`src/rtl/nm_pkg.sv`:
```
package nm_pkg;
  localparam int DATA_NIBS = 8;
  localparam logic [3:0] STAT_BUSY   = 4'b0000;
  localparam logic [3:0] STAT_OK     = 4'b0001;
  localparam logic [3:0] STAT_CMDERR = 4'b0011;
  localparam logic [3:0] STAT_BUSERR = 4'b0101;

  typedef enum logic [2:0] {
    ST_IDLE, ST_RECV, ST_REQ, ST_RSP, ST_DONE
  } nm_state_e;

  function automatic logic cmd_ok(input logic [3:0] c);
    return c[3] && (c[1:0] != 2'b11);
  endfunction

  function automatic logic [3:0] size_nibs(input logic [1:0] sz);
    case (sz)
      2'b00:   return 4'd2;
      2'b01:   return 4'd4;
      default: return 4'd8;
    endcase
  endfunction
endpackage

```
`src/rtl/nm_cmd_dec.sv`:
```
module nm_cmd_dec
  import nm_pkg::*;
(
  input  logic [3:0] cmd_i,
  output logic       ok_o,
  output logic       we_o,
  output logic [1:0] size_o,
  output logic [3:0] nibs_o
);
  always_comb begin
    ok_o   = cmd_ok(cmd_i);
    we_o   = cmd_i[2];
    size_o = cmd_i[1:0];
    nibs_o = size_nibs(cmd_i[1:0]);
  end
endmodule

```
`src/rtl/nm_rd_ser.sv`:
```
module nm_rd_ser (
  input  logic        clk,
  input  logic        rst_n,
  input  logic        load_i,
  input  logic [31:0] data_i,
  input  logic [3:0]  nibs_i,
  output logic [3:0]  nib_o,
  output logic        busy_o
);
  logic [31:0] sh_q;
  logic [3:0]  left_q;

  always_ff @(posedge clk) begin
    if (!rst_n) begin
      sh_q   <= '0;
      left_q <= '0;
    end else if (load_i) begin
      sh_q   <= data_i;
      left_q <= nibs_i;
    end else if (left_q != 4'd0) begin
      sh_q   <= sh_q >> 4;
      left_q <= left_q - 4'd1;
    end
  end

  assign nib_o  = sh_q[3:0];
  assign busy_o = (left_q != 4'd0);
endmodule

```
`src/rtl/nib_dbg_mon.sv`:
```
module nib_dbg_mon
  import nm_pkg::*;
#(
  parameter int ADDR_NIBS = 8
) (
  input  logic                   clk,
  input  logic                   rst_n,
  input  logic                   mode_i,
  input  logic                   sync_i,
  input  logic [3:0]             din_i,
  output logic [3:0]             dout_o,
  output logic                   dout_en_o,
  output logic                   bus_req_o,
  input  logic                   bus_gnt_i,
  output logic                   bus_we_o,
  output logic [1:0]             bus_size_o,
  output logic [4*ADDR_NIBS-1:0] bus_addr_o,
  output logic [31:0]            bus_wdata_o,
  input  logic                   bus_rsp_i,
  input  logic [31:0]            bus_rdata_i,
  input  logic                   bus_err_i
);
  localparam int AW         = 4 * ADDR_NIBS;
  localparam int FIRST_ADDR = 2;
  localparam int FIRST_DATA = FIRST_ADDR + ADDR_NIBS;
  localparam int CNT_W      = $clog2(FIRST_DATA + DATA_NIBS + 1);

  nm_state_e        state_q;
  logic [CNT_W-1:0] cnt_q;
  logic [3:0]       cmd_q;
  logic [3:0]       stat_q;
  logic [31:0]      rdata_q;
  logic [AW-1:0]    addr_q;
  logic [31:0]      wdata_q;
  logic             mon_q;

  logic       at_cmd, dec_ok, dec_we;
  logic [1:0] dec_size;
  logic [3:0] dec_nibs, dec_in;
  logic       frame_start, cmd_err_evt, rsp_evt, ser_load, ser_busy;
  logic [3:0] ser_nib;
  logic [CNT_W-1:0] last_idx;

  // mode is frozen at reset release
  always_ff @(posedge clk) begin
    if (!rst_n) mon_q <= mode_i;
  end

  assign at_cmd = (state_q == ST_RECV) && (cnt_q == CNT_W'(1));
  assign dec_in = at_cmd ? din_i : cmd_q;

  nm_cmd_dec u_dec (
    .cmd_i (dec_in),
    .ok_o  (dec_ok),
    .we_o  (dec_we),
    .size_o(dec_size),
    .nibs_o(dec_nibs)
  );

  assign frame_start = (state_q == ST_IDLE) && mon_q && sync_i && !ser_busy;
  assign cmd_err_evt = at_cmd && sync_i && !dec_ok;
  assign rsp_evt     = (state_q == ST_RSP) && bus_rsp_i;
  assign ser_load    = (state_q == ST_DONE) && !sync_i && (stat_q == STAT_OK) && !dec_we;
  assign last_idx    = CNT_W'(FIRST_DATA - 1) + (dec_we ? CNT_W'(dec_nibs) : '0);

  always_ff @(posedge clk) begin
    if (!rst_n) begin
      state_q <= ST_IDLE;
      cnt_q   <= '0;
      cmd_q   <= '0;
      stat_q  <= STAT_BUSY;
      rdata_q <= '0;
    end else begin
      case (state_q)
        ST_IDLE: if (frame_start) begin
          state_q <= ST_RECV;
          cnt_q   <= CNT_W'(1);
        end
        ST_RECV: begin
          if (!sync_i) begin
            state_q <= ST_IDLE;
          end else if (at_cmd) begin
            if (!dec_ok) begin
              state_q <= ST_DONE;
              stat_q  <= STAT_CMDERR;
            end else begin
              cmd_q <= din_i;
              cnt_q <= cnt_q + CNT_W'(1);
            end
          end else if (cnt_q == last_idx) begin
            state_q <= ST_REQ;
          end else begin
            cnt_q <= cnt_q + CNT_W'(1);
          end
        end
        ST_REQ: if (bus_gnt_i) state_q <= ST_RSP;
        ST_RSP: if (bus_rsp_i) begin
          state_q <= ST_DONE;
          stat_q  <= bus_err_i ? STAT_BUSERR : STAT_OK;
          rdata_q <= bus_rdata_i;
        end
        ST_DONE: if (!sync_i) state_q <= ST_IDLE;
        default: state_q <= ST_IDLE;
      endcase
    end
  end

  // one capture register per address and data nibble
  for (genvar g = 0; g < ADDR_NIBS; g++) begin : g_addr
    always_ff @(posedge clk) begin
      if (!rst_n || frame_start) addr_q[4*g +: 4] <= '0;
      else if (state_q == ST_RECV && sync_i && cnt_q == CNT_W'(FIRST_ADDR + g))
        addr_q[4*g +: 4] <= din_i;
    end
  end

  for (genvar g = 0; g < DATA_NIBS; g++) begin : g_wdata
    always_ff @(posedge clk) begin
      if (!rst_n || frame_start) wdata_q[4*g +: 4] <= '0;
      else if (state_q == ST_RECV && sync_i && cnt_q == CNT_W'(FIRST_DATA + g))
        wdata_q[4*g +: 4] <= din_i;
    end
  end

  nm_rd_ser u_ser (
    .clk   (clk),
    .rst_n (rst_n),
    .load_i(ser_load),
    .data_i(rdata_q),
    .nibs_i(dec_nibs),
    .nib_o (ser_nib),
    .busy_o(ser_busy)
  );

  always_comb begin
    dout_o    = 4'b0000;
    dout_en_o = 1'b0;
    if (ser_busy) begin
      dout_o    = ser_nib;
      dout_en_o = 1'b1;
    end else if (state_q == ST_REQ || state_q == ST_RSP) begin
      dout_o    = STAT_BUSY;
      dout_en_o = 1'b1;
    end else if (state_q == ST_DONE) begin
      dout_o    = stat_q;
      dout_en_o = 1'b1;
    end
  end

  assign bus_req_o   = (state_q == ST_REQ);
  assign bus_we_o    = dec_we;
  assign bus_size_o  = dec_size;
  assign bus_addr_o  = addr_q;
  assign bus_wdata_o = wdata_q;
endmodule

```
`config.mk`:
```
export PLATFORM = sky130hd
export DESIGN_NAME = nib_dbg_mon
export DESIGN_NICKNAME = d
export VERILOG_FILES = /design/src/rtl/nm_pkg.sv /design/src/rtl/nm_cmd_dec.sv /design/src/rtl/nm_rd_ser.sv /design/src/rtl/nib_dbg_mon.sv
export SDC_FILE = /design/constraint.sdc
export NUM_CORES = 1
export LEC_CHECK = 0
export BUFFER_PORTS_ARGS = -buffer_cell sky130_fd_sc_hd__clkbuf_2
export CAP_MARGIN = 0
export CORE_ASPECT_RATIO = 1.25
export CORE_MARGIN = 1.5
export CORE_UTILIZATION = 56
export DETAILED_ROUTE_END_ITERATION = 7
export GPL_ROUTABILITY_DRIVEN = 0
export PLACE_DENSITY = 0.8
export REMOVE_ABC_BUFFERS = 1
export SYNTH_ARGS = -nofsm -noshare
export SYNTH_HDL_FRONTEND = slang
export SYNTH_HIERARCHICAL = 1
export SYNTH_SLANG_ARGS = --single-unit
export TNS_END_PERCENT = 30
```
`constraint.sdc`:
```
create_clock -name clk -period 9.2 [get_ports clk]
set_input_delay 1.84 -clock clk [delete_from_list [all_inputs] [get_ports clk]]
set_output_delay 1.84 -clock clk [all_outputs]
set_load 0.02 [all_outputs]
```
==> flow_metrics.py <==
metrics = {
    "final_layout": {
        "fin_cells": 953,
        "drive_gt1_share_pct": 22.25,
        "area_delta_synth_final_pct": 17.00,
        "nNetsFinal": 856,
        "filler_cell_count": 886,
        "num_antenna_cells": 0,
        "postLayoutCoreUtil_pct": 67.05,
    },
    "clock_network": {
        "cts_buffers": 17,
        "cts_root_buffer": "clkbuf_16",
        "cts-htree-levels": 4,
        "path_clk_slew_ps": 60,
        "cts_tree": "done",
        "post_cts_buffers": 0,
        "ctsResizeCount": 0,
        "worst_skew_pair.late_latency_ps": 430,
        "clock_sinks": 148,
        "hold_buffers": 0,
        "clockBufferDepth": 2,
    },
    "place": {
        "dpl.cell_count": 921,
        "dp_hpwl_mm": 9.810,
        "port-buffer-count": 115,
    },
    "critical_path": {
        "crit_fanout": 18,
        "cp_common_cell": "clkbuf_2",
        "crit_slowest_cell": "mux2_2",
        "worstPathCellList": "clkbuf_2 -> mux2_2 -> clkbuf_2",
        "cpPeakStageDelay_ps": 380,
        "cp.required_ps": 7360,
        "crit_path_end_kind": "output port",
        "path_class": "in -> out",
        "crit_path_start_kind": "primary input",
        "r2r_slack_ps": 5540,
        "cp_data_arrival_time_ps": 2790,
    },
    "run": {
        "drv_cap": 0,
    },
    "synthesis": {
        "syn_area_per_cell_um2": 8.712,
        "synthMuxAreaShare_pct": 11.60,
        "yosys_warnings": 6,
        "synth_edf_count": 1,
        "synthXorXnorAreaFrac_pct": 0.4137,
        "synth_compound_area_share_pct": 12.63,
        "async_reset_ff_share_pct": 0,
        "ys_types": 61,
        "synth_flop_cell": "dfxtp_1",
        "syn_inst": 729,
        "synth-simple-area-share_pct": 21.38,
        "ys_seq_area_share_pct": 46.81,
        "synth_top_family_by_area": "simple AND/OR/NAND/NOR gates",
        "syn-cell-area_um2": 6351,
        "synth_fa_ha_area_share_pct": 1.576,
        "ys_seq_elements": 148,
    },
    "sta": {
        "tightest_slew_ps": 1216,
        "finalCritPeriodShare_pct": 50.35,
        "grt_setup_unrepaired": "no",
        "max-slew-margin-rel_pct": 18.96,
        "fmax_ghz": 0.2159,
        "maxSlewViolCount": 0,
        "finalHoldViolations": 0,
        "whs_ps": 451.9,
        "finalSetupViolCount": 0,
        "fin_tns_setup_ps": 0,
        "clock-skew-final_ps": 12.81,
        "period_needed_ps": 4632,
    },
    "floorplan": {
        "initial_utilization_pct": 57.30,
        "ioPinCount": 116,
        "placementRows": 43,
        "core_area_um2": 11080,
        "die_area_um2": 11990,
        "fp.dieH_um": 122.1,
        "die_w_um": 98.25,
    },
    "drt": {
        "drt_wl_total_mm": 14.78,
        "vias": 5376,
        "vias_per_cell": 5.641,
        "drcViolationCount": 0,
        "drt_iter0_markers": 267,
        "wl_per_cell_um": 15.51,
        "antenna_left": 0,
        "drt_pass1_iterations": 5,
    },
    "grt": {
        "grt_util_all_layers_pct": 25.34,
        "grt_overflow": 0,
        "grt_pass1_wl_mm": 24.44,
        "antenna_found_initial": 0,
        "grt_start_max_net_pins": 66,
        "grt_pass1_vias": 5212,
    },
    "power": {
        "power.leakage_uw": 0.003251,
        "power_uw": 1756,
        "p_per_area_nw_per_um2": 236.3,
        "ir_drop_uv": 164.0,
    },
    "outcome": {
        "status": "completed",
    },
    "min_path": {
        "hp-class": "reg -> reg",
    },
}
-- per-stage QoR --
stage          cell area [um2]  setup WS [ps]
2_1_floorplan             6045           4394
3_3_place_gp              6845           4626
3_5_place_dp              6845           4592
4_1_cts                   7431           4576
5_1_grt                   7431           4517
6_report                  7431           4568
-- per-layer routing --
| metal | global-route usage, % | routed length [um] | vias to the layer above |
|---|---|---|---|
| met3 | 5.393 | 900 | 29 |
| met2 | 45.04 | 7461 | 182 |
| met4 | 10.56 | 335 | 0 |
| met1 | 29.64 | 6083 | 2525 |
| li1 | - | - | 2640 |
| met5 | 0 | 0 | - |
-- report_power, final --
part | internal, uW | total [uW] | leakage, uW | switching, uW
Combinational | 121 | 377 | 0.00177 | 256
Clock | 364 | 671 | 0.000286 | 307
Sequential | 676 | 709 | 0.00120 | 32.2
Total | 1160 | 1760 | 0.00325 | 595
-- synth_stat cells, drive strengths merged, types with 7 or more instances --
library cell	n	area share, %
a21oi	42	3.3
o21ai	38	3.0
a211oi	9	1.4
buf	26	2.6
dfxtp	147	46
nor2	84	5.0
nand4	7	0.69
a31oi	20	2.0
nand3	29	2.3
mux2i	68	11
nand2	124	7.3
inv	11	0.65
clkbuf	38	2.2
ha	8	1.6
nor3	13	1.2
-- path summary, 6_finish.rpt --
check             cells after the start                       to               startpoint
hold / removal                        2  rdata_q[2]$_SDFFE_PN0P_  rdata_q[2]$_SDFFE_PN0P_
setup reg to reg                     11    cnt_q[1]$_SDFFE_PN0P_  state_q[0]$_SDFFE_PN0P_
setup / recovery                      3                 bus_we_o                 din_i[2]
hold reg to reg                       2  rdata_q[2]$_SDFFE_PN0P_  rdata_q[2]$_SDFFE_PN0P_
-- sequential cells by signal, summed over array words and instances (netlist names) --
name	flops
bus_addr_o	32
bus_wdata_o	32
rdata_q	32
u_ser/sh_q	32
cnt_q	5
cmd_q	4
u_ser/left_q	4
stat_q	3
state_q	3
mon_q	1
-- worst max-delay path, delay by kind of cell --
family	cells	cell delay (ps)
buf+inv	2	560
mux	1	380
-- final cells by class --
class	count	area, um2	area share (%)
well taps	135	168.9	2.273
clock buffers	17	425.4	5.725
repair buffers	121	620.6	8.352
flip-flops and latches	148	2973	40.01
inverters	12	45.04	0.6062
clock inverters	15	160.2	2.155
multi-input cells	505	3038	40.88
-- placed cells by master (no fill, tap or decap), types with 3 or more instances in the layout --
master	n
inv_6	4
dfxtp_1	147
o21ai_0	33
nor3_1	11
nand3_1	29
and2_1	3
ha_1	8
nand2_1	124
inv_8	6
nand4_1	7
clkbuf_16	17
buf_4	6
and4_1	3
o21ai_1	4
mux2i_1	68
clkbuf_2	115
a32o_1	3
nor3b_1	3
nor2b_1	5
a211oi_2	4
a31oi_1	20
inv_1	10
nor2_1	82
a21oi_1	42
mux2_2	5
a211oi_1	5
a21boi_0	6
-- cell families (layout without fill, tap and decap cells) --
kind of cell	Yosys count	after routing
buffers and inverters	76	165
adder cells (fa/ha/maj)	8	8
AO/OA/AOI/OAI	129	129
other	1	1
multiplexers	73	73
flip-flops	148	148
XOR/XNOR	3	3
AND/OR/NAND/NOR	291	291
(Power assumes the default switching activity.)
